### config.mk
export PLATFORM = sky130hd
export DESIGN_NAME = demux_formatter
export DESIGN_NICKNAME = d
export VERILOG_FILES = /design/src/rtl/demux_fmt_pkg.sv /design/src/rtl/dmx_shaper.sv /design/src/rtl/dmx_lane_tag.sv /design/src/rtl/dmx_delay.sv /design/src/rtl/dmx_ports.sv /design/src/rtl/demux_formatter.sv
export SDC_FILE = /design/constraint.sdc
export NUM_CORES = 1
export LEC_CHECK = 0
export ABC_AREA = 0
export BUFFER_PORTS_ARGS = -buffer_cell sky130_fd_sc_hd__buf_2
export CAP_MARGIN = 10
export CORE_ASPECT_RATIO = 0.7
export CORE_MARGIN = 3
export CORE_UTILIZATION = 40
export CTS_CLUSTER_SIZE = 28
export DETAILED_ROUTE_END_ITERATION = 12
export SETUP_SLACK_MARGIN = 0.4
export SYNTH_ARGS = -nofsm -noshare
export SYNTH_HDL_FRONTEND = slang
export SYNTH_SLANG_ARGS = --single-unit
### constraint.sdc
create_clock -name clk -period 1.5 [get_ports clk]
set_input_delay 0.15 -clock clk [delete_from_list [all_inputs] [get_ports clk]]
set_output_delay 0.15 -clock clk [all_outputs]
set_load 0.05 [all_outputs]
### src/rtl/demux_fmt_pkg.sv
package demux_fmt_pkg;
   typedef enum logic {
      LANE_A = 1'b0,
      LANE_B = 1'b1
   } lane_e;
endpackage

### src/rtl/dmx_shaper.sv
module dmx_shaper #(
   parameter int DW = 10
) (
   input  logic [DW-1:0] code_i,
   input  logic          ovr_i,
   input  logic          twos_i,
   output logic [DW-1:0] code_o,
   output logic          ovr_o
);
   logic [DW-1:0] clamped;

   always_comb begin
      clamped = ovr_i ? {DW{code_i[DW-1]}} : code_i;
      code_o  = twos_i ? {~clamped[DW-1], clamped[DW-2:0]} : clamped;
      ovr_o   = ovr_i;
   end
endmodule

### src/rtl/dmx_lane_tag.sv
module dmx_lane_tag
   import demux_fmt_pkg::*;
(
   input  logic  clk,
   input  logic  rst_n,
   input  logic  sync_i,
   input  logic  ilv_i,
   output lane_e lane_o,
   output logic  ilv_q
);
   logic  sync_q;
   lane_e last_lane;
   logic  resync;

   assign resync = !sync_i && sync_q;

   always_comb begin
      if (resync)                lane_o = LANE_B;
      else if (last_lane == LANE_B) lane_o = LANE_A;
      else                       lane_o = LANE_B;
   end

   always_ff @(posedge clk or negedge rst_n) begin
      if (!rst_n) begin
         sync_q    <= 1'b0;
         last_lane <= LANE_A;
         ilv_q     <= 1'b1;
      end else begin
         sync_q    <= sync_i;
         last_lane <= lane_o;
         if (sync_i) ilv_q <= ilv_i;
      end
   end
endmodule

### src/rtl/dmx_delay.sv
module dmx_delay #(
   parameter int W     = 12,
   parameter int DEPTH = 7
) (
   input  logic                    clk,
   input  logic                    rst_n,
   input  logic [W-1:0]            d,
   output logic [DEPTH-1:0][W-1:0] q
);
   for (genvar i = 0; i < DEPTH; i++) begin : g_stage
      if (i == 0) begin : g_head
         always_ff @(posedge clk or negedge rst_n) begin
            if (!rst_n) q[i] <= '0;
            else        q[i] <= d;
         end
      end else begin : g_body
         always_ff @(posedge clk or negedge rst_n) begin
            if (!rst_n) q[i] <= '0;
            else        q[i] <= q[i-1];
         end
      end
   end
endmodule

### src/rtl/dmx_ports.sv
module dmx_ports #(
   parameter int DW = 10
) (
   input  logic          clk,
   input  logic          rst_n,
   input  logic          hold_i,
   input  logic          ilv_i,
   input  logic [DW+1:0] near_i,
   input  logic [DW+1:0] far_i,
   output logic [DW-1:0] pa_code,
   output logic          pa_ovr,
   output logic [DW-1:0] pb_code,
   output logic          pb_ovr,
   output logic          dclk_out
);
   logic near_is_b;
   assign near_is_b = near_i[DW+1];

   always_ff @(posedge clk or negedge rst_n) begin
      if (!rst_n) begin
         pa_code  <= '0;
         pa_ovr   <= 1'b0;
         pb_code  <= '0;
         pb_ovr   <= 1'b0;
         dclk_out <= 1'b0;
      end else if (!hold_i) begin
         dclk_out <= near_is_b;
         if (ilv_i) begin
            if (near_is_b) begin
               pb_code <= near_i[DW-1:0];
               pb_ovr  <= near_i[DW];
            end else begin
               pa_code <= near_i[DW-1:0];
               pa_ovr  <= near_i[DW];
            end
         end else if (near_is_b) begin
            pb_code <= near_i[DW-1:0];
            pb_ovr  <= near_i[DW];
            pa_code <= far_i[DW-1:0];
            pa_ovr  <= far_i[DW];
         end
      end
   end
endmodule

### src/rtl/demux_formatter.sv
module demux_formatter
   import demux_fmt_pkg::*;
#(
   parameter int DW       = 10,
   parameter int BASE_LAT = 6
) (
   input  logic          clk,
   input  logic          rst_n,
   input  logic [DW-1:0] smp_code,
   input  logic          smp_ovr,
   input  logic          sync_hold,
   input  logic          twos_sel,
   input  logic          ilv_sel,
   output logic [DW-1:0] pa_code,
   output logic          pa_ovr,
   output logic [DW-1:0] pb_code,
   output logic          pb_ovr,
   output logic          dclk_out
);
   localparam int EW    = DW + 2;
   localparam int DEPTH = BASE_LAT + 1;

   if (DW < 2) begin : g_bad_dw
      $error("demux_formatter: DW must be at least 2");
   end
   if (BASE_LAT < 1) begin : g_bad_lat
      $error("demux_formatter: BASE_LAT must be at least 1");
   end

   logic [DW-1:0]            shp_code;
   logic                     shp_ovr;
   lane_e                    cap_lane;
   logic                     ilv_q;
   logic [DEPTH-1:0][EW-1:0] taps;
   logic [EW-1:0]            entry;

   assign entry = {cap_lane, shp_ovr, shp_code};

   dmx_shaper #(.DW(DW)) u_shp (
      .code_i (smp_code),
      .ovr_i  (smp_ovr),
      .twos_i (twos_sel),
      .code_o (shp_code),
      .ovr_o  (shp_ovr)
   );

   dmx_lane_tag u_tag (
      .clk    (clk),
      .rst_n  (rst_n),
      .sync_i (sync_hold),
      .ilv_i  (ilv_sel),
      .lane_o (cap_lane),
      .ilv_q  (ilv_q)
   );

   dmx_delay #(.W(EW), .DEPTH(DEPTH)) u_dly (
      .clk   (clk),
      .rst_n (rst_n),
      .d     (entry),
      .q     (taps)
   );

   dmx_ports #(.DW(DW)) u_prt (
      .clk      (clk),
      .rst_n    (rst_n),
      .hold_i   (sync_hold),
      .ilv_i    (ilv_q),
      .near_i   (taps[BASE_LAT-1]),
      .far_i    (taps[BASE_LAT]),
      .pa_code  (pa_code),
      .pa_ovr   (pa_ovr),
      .pb_code  (pb_code),
      .pb_ovr   (pb_ovr),
      .dclk_out (dclk_out)
   );
endmodule

# Word level (Yosys, flattened, before mapping)
# Cells that the tools add are included.
dict set report word_totals {
  wordCells 33
  reg_bits 109
  inputBits 16
}
dict set report op_classes {
  reduce_logical 5
  eq_ne 1
  n_mux 10
  bitwise 2
}
# op n
set ops {}
lappend ops {{$mux W10} 4}
lappend ops {{$mux W9} 1}
lappend ops {{$mux W1} 5}
lappend ops {{$reduce_and A3 Y1} 1}
lappend ops {{$ne A2 B2 Y1 const B} 1}
lappend ops {{$not A1 Y1} 2}
lappend ops {{$reduce_and A2 Y1} 1}
lappend ops {{$reduce_bool A2 Y1} 1}
lappend ops {{$logic_and A1 B1 Y1} 1}
lappend ops {{$logic_not A1 Y1} 1}

# Depth between registers and ports, before layout
dict set report logic_depth {
  word_depth 3
  mapped_depth 5
  depth_no_buf 3
}

# Modules after synthesis
# Synthesis repeated with hierarchy kept, for this count alone.
dict set report unflattened {
  hier_cells 208
  hier_area_um2 3642.2
}
# mod seq_area_each_um2 area_each_um2 n_inst cells_per_inst
set modules_own_cells {}
lappend modules_own_cells {dmx_delay 2102.0 2102.0 1 84}
lappend modules_own_cells {dmx_ports 575.6 1272.5 1 105}
lappend modules_own_cells {dmx_shaper 0.0 167.7 1 13}
lappend modules_own_cells {dmx_lane_tag 76.3 100.1 1 6}

# Worst setup path after synthesis
# OpenSTA, ideal clock, no wires.
dict set report synth_timing {
  path_type {register to register}
  from {register u_dly.q[71] in the netlist's numbering}
  to {register u_prt.pa_code[9]}
  t_required_ps 1375
  t_arrival_ps 1069
  stages_incl_launch_ff 5
  path_buffers 1
  path_slack_ps 306
  path_cell_list {dfrtp_1 -> nand2b_2 -> buf_12 -> o32ai_2 -> nor3_2}
}
dict set report synth_between {
  elab_chain_cells 2
  elab_cells_between_ends 3
  cone_classes {eq/ne: 1; reduce/logical: 2}
}
# element line_no
set synth_rtl {}
lappend synth_rtl {{start: declaration} dmx_delay.sv:8} ;# output logic [DEPTH-1:0][W-1:0] q
lappend synth_rtl {{start signal: indexed assignment} dmx_delay.sv:19} ;# else q[i] <= q[i-1];
lappend synth_rtl {{$ne A2 B2 Y1 (no line) or $reduce_bool A2 Y1 (tied branches)} --}
lappend synth_rtl {{$reduce_and A3 Y1 (no line) (*)} --}
lappend synth_rtl {{end signal: assignment} dmx_ports.sv:33} ;# pa_code <= near_i[DW-1:0];
lappend synth_rtl {{end signal: assignment} dmx_ports.sv:39} ;# pa_code <= far_i[DW-1:0];
lappend synth_rtl {{end: declaration} dmx_ports.sv:10} ;# output logic [DW-1:0] pa_code,
# Every way passes the cells marked *; elsewhere a longest branch is shown, timed or not.
# A chain may end at the register's enable or synchronous reset.

# Worst setup path after layout
dict set report layout_timing {
  from {register u_tag.ilv_q}
  to {register u_prt.pa_code[3]}
}
dict set report layout_between {
  elab_chain_cells 2
  elab_cells_between_ends 4
  cone_classes {eq/ne: 1; mux: 1; reduce/logical: 2}
}
# element line_no
set layout_rtl {}
lappend layout_rtl {{start: declaration} dmx_lane_tag.sv:9} ;# output logic ilv_q
lappend layout_rtl {{start signal: assignment} dmx_lane_tag.sv:31} ;# if (sync_i) ilv_q <= ilv_i;
lappend layout_rtl {{$ne A2 B2 Y1 (no line) or $reduce_bool A2 Y1 (tied branches)} --}
lappend layout_rtl {{$reduce_and A3 Y1 (no line)} --}
# Several ways; a longest one is shown, not always the timed one.

==> flow_summary.json <==
{
  "worst-path-buf-inv": 1,
  "ctsHtreeMaxLevel": 3,
  "initial_utilization_pct": 42.15,
  "ioPinCount": 39,
  "drtPass1Iterations": 4,
  "clk_pin_slew_ps": 70,
  "critical_path_cell_count": 3,
  "multi_input_area_sq_um": 825.8,
  "setup_ws_ps": 273.1,
  "fp.dieArea_sq_um": 10320,
  "reg2reg_to": "u_prt.pa_code[3]$_DFFE_PN0P_",
  "nFillCells": 735,
  "crit_type": "reg -> reg",
  "endpoint": "u_prt.pa_code[3]$_DFFE_PN0P_",
  "synth_fp_nets": 240,
  "synthTopCellsByArea": "dfrtp_1 (73%), o32ai_2 (4.5%), mux2_4 (3.3%), nor3_2 (2.7%), nor2b_1 (1.9%)",
  "synth_top_area_share_pct": 73.41,
  "r2r-start": "u_tag.ilv_q$_DFFE_PN1P_",
  "post-place-ws_ps": 231.6,
  "dp_cells": 376,
  "pwr-share-comb_pct": 21.2,
  "dr.first_iter.drc_count": 102,
  "synth_seq_cells": 108,
  "hold_class": "in -> reg",
  "clockBufferDepth": 2,
  "p_leak_nw": 2.147,
  "coreArea_sq_um": 8653,
  "nets": 302,
  "r2r_slack_ps": 270,
  "met2_usage_pct": 17.07,
  "clock_latency_ps": 340,
  "seqPwrFrac_pct": 45.6,
  "slowest_stage": "dfstp_2",
  "timing.max_cap.violations": 0,
  "swShare_pct": 28.24,
  "hold_viol_final": 0,
  "stdcell_count": 411,
  "critPathMaxStageDelay_ps": 570,
  "fp-row-count": 28,
  "met3_usage_pct": 4.285,
  "crit_start": "u_tag.ilv_q$_DFFE_PN1P_",
  "crit_fanout": 12,
  "place_congestion": 0.7256,
  "setup_viol": 0,
  "pwr-share-clk_pct": 33.2,
  "vias_per_cell": 4.470,
  "wl_per_cell_um": 13.41,
  "path_cells": "inv_1 > and3_1 > nor3_2",
  "grt_use_total_pct": 11.86,
  "yosysWarningCount": 0,
  "met1_usage_pct": 16.53,
  "route.detailed.drc": 0,
  "post-route-period-util_pct": 81.80,
  "finalCriticalPeriod_ps": 1227,
  "tightest_slew_ps": 363.5,
  "syn2layout_area_growth_pct": 26.55,
  "rsz0062_at_grt": "true",
  "peakVddDrop_v": 0.0007792,
  "endpoint_kind": "flip-flop",
  "grt_pass1_vias": 1830,
  "cts_sinks": 108,
  "grt_max_degree": 42,
  "synth_cells": 224,
  "numCtsBuffers": 9,
  "worstPathRequired_ps": 1760,
  "dp_hpwl_um": 3493,
  "p_int_mw": 5.402,
  "power.total_mw": 7.527,
  "relSlewSlack_pct": 75.74,
  "powerDensity_nw_per_um2": 1631,
  "final_common_cell": "dfrtp_1",
  "dr_total_vias": 1837,
  "syn_avg_cell_area_sq_um": 16.28,
  "busiest_layer": "met2",
  "worst-r2r-cell-count": 3,
  "ant_nets": 0,
  "final_cell_mix": "dfrtp_1 (105), buf_4 (20), buf_6 (19), buf_2 (14)",
  "io_buffers": 38,
  "switchingPower_mw": 2.125,
  "drv_slew": 0,
  "arrival_ps": 1490,
  "wl_um": 5510,
  "grt_overflow_total": 0,
  "max_freq_mhz": 815.0,
  "cp-start-kind": "flip-flop",
  "cts_tree": "yes",
  "drive_gt1_share_pct": 39.18,
  "netlist_area_sq_um": 3647,
  "grt_pass1_wl_um": 9280,
  "finalSetupTns_ps": 0,
  "yosys.area.top_type": "dfrtp_1",
  "dieHeight_um": 85.89,
  "antenna_cells": 0,
  "status": "finished clean",
  "die_x_um": 120.1,
  "cts-root-buf": "clkbuf_16",
  "cp_top_family": "flip-flops",
  "antenna_found_initial": 0,
  "netlist-cell-type-count": 26,
  "clock_skew_ps": 4.555,
  "holdWs_ps": 22.19,
  "synth-seq-area-share_pct": 74.13,
  "seq_area_sq_um": 2706
}
## metal layers
layer	up-vias	wire length, um
met2	37	2500
met1	909	2672
li1	879	-
met3	12	248
met5	-	0
met4	0	89
## how the worst min path moves through the flow
stage	startpoint	to	slack, ps	cells after the start
global route	smp_ovr	u_dly.q[10]$_DFF_PN0_	20	1
floorplan	rst_n	u_dly.q[0]$_DFF_PN0_	-150	0
CTS	smp_ovr	u_dly.q[10]$_DFF_PN0_	10	1
detailed placement	rst_n	u_prt.pb_code[0]$_DFFE_PN0P_	10	1
finish	smp_ovr	u_dly.q[10]$_DFF_PN0_	20	1
global placement	rst_n	u_prt.pb_ovr$_DFFE_PN0P_	20	1
## worst reg2reg max path, stage by stage, from the launching register on
cell	delay (ps)
dfstp_2	570
inv_1	190
and3_1	220
nor3_2	170
## logic make-up (layout without fill, tap and decap cells)
kind of cell	after synthesis	after routing	synth area share, %
AND/OR/NAND/NOR	48	48	9.263
AO/OA/AOI/OAI	34	34	8.268
buffers and inverters	22	89	3.876
multiplexers	11	11	4.220
XOR/XNOR	1	1	0.2402
flip-flops	108	108	74.13
## timing repair
item                                   CTS  global route
setup endpoints to repair               46            31
setup buffers                           14             2
hold buffers                             3             0
endpoints found under the hold margin  108             0
gates resized for setup                 38            10
## state kept, by name (all words and copies together) (netlist names)
name and cells:
u_prt.pa_code 10, u_tag.ilv_q 1, u_tag.sync_q 1, u_prt.dclk_out 1
u_prt.pb_ovr 1, u_dly.q 83, u_prt.pb_code 10, u_prt.pa_ovr 1
## cell type report
class                   instances  share of cell area, %
flip-flops and latches        108                  58.63
inverters                      11                 0.8946
clock inverters                 6                  2.033
clock buffers                  10                  4.961
repair buffers                 62                  12.33
multi-input cells              94                  17.89
well taps                     120                  3.253
## power by group through the flow
stage	logic (mW)	clock network, mW	registers (mW)
after global routing	1.69	2.71	3.47
after global placement	1.22	0	3.51
after CTS	1.57	2.58	3.43
after detailed placement	1.23	0	3.52
final	1.60	2.50	3.43
after floorplan	0.451	0	3.96
## metrics by stage
stage          utilization (%)  instance area (sq um)
6_report                 53.34                   4616
5_1_grt                  53.34                   4616
4_1_cts                  52.76                   4566
3_5_place_dp             45.89                   3971
3_3_place_gp             45.89                   3971
2_1_floorplan                -                   3655
## synth_stat cells
cell,count
nand2_2,1
o22ai_2,1
nor2b_1,11
mux2_2,3
inv_1,11
mux2_4,8
buf_8,1
and3_1,10
nor3_2,10
o32ai_1,1
buf_6,3
o21ai_1,10
o32ai_2,10
nand2_1,4
xor2_1,1
nand2b_2,1
buf_4,2
o21ai_0,11
nand2b_4,1
nand2b_1,10
dfrtp_1,107
a211oi_2,1
buf_2,1
buf_12,1
clkbuf_1,3
dfstp_2,1
No activity file was read; power rests on OpenSTA's default activity.
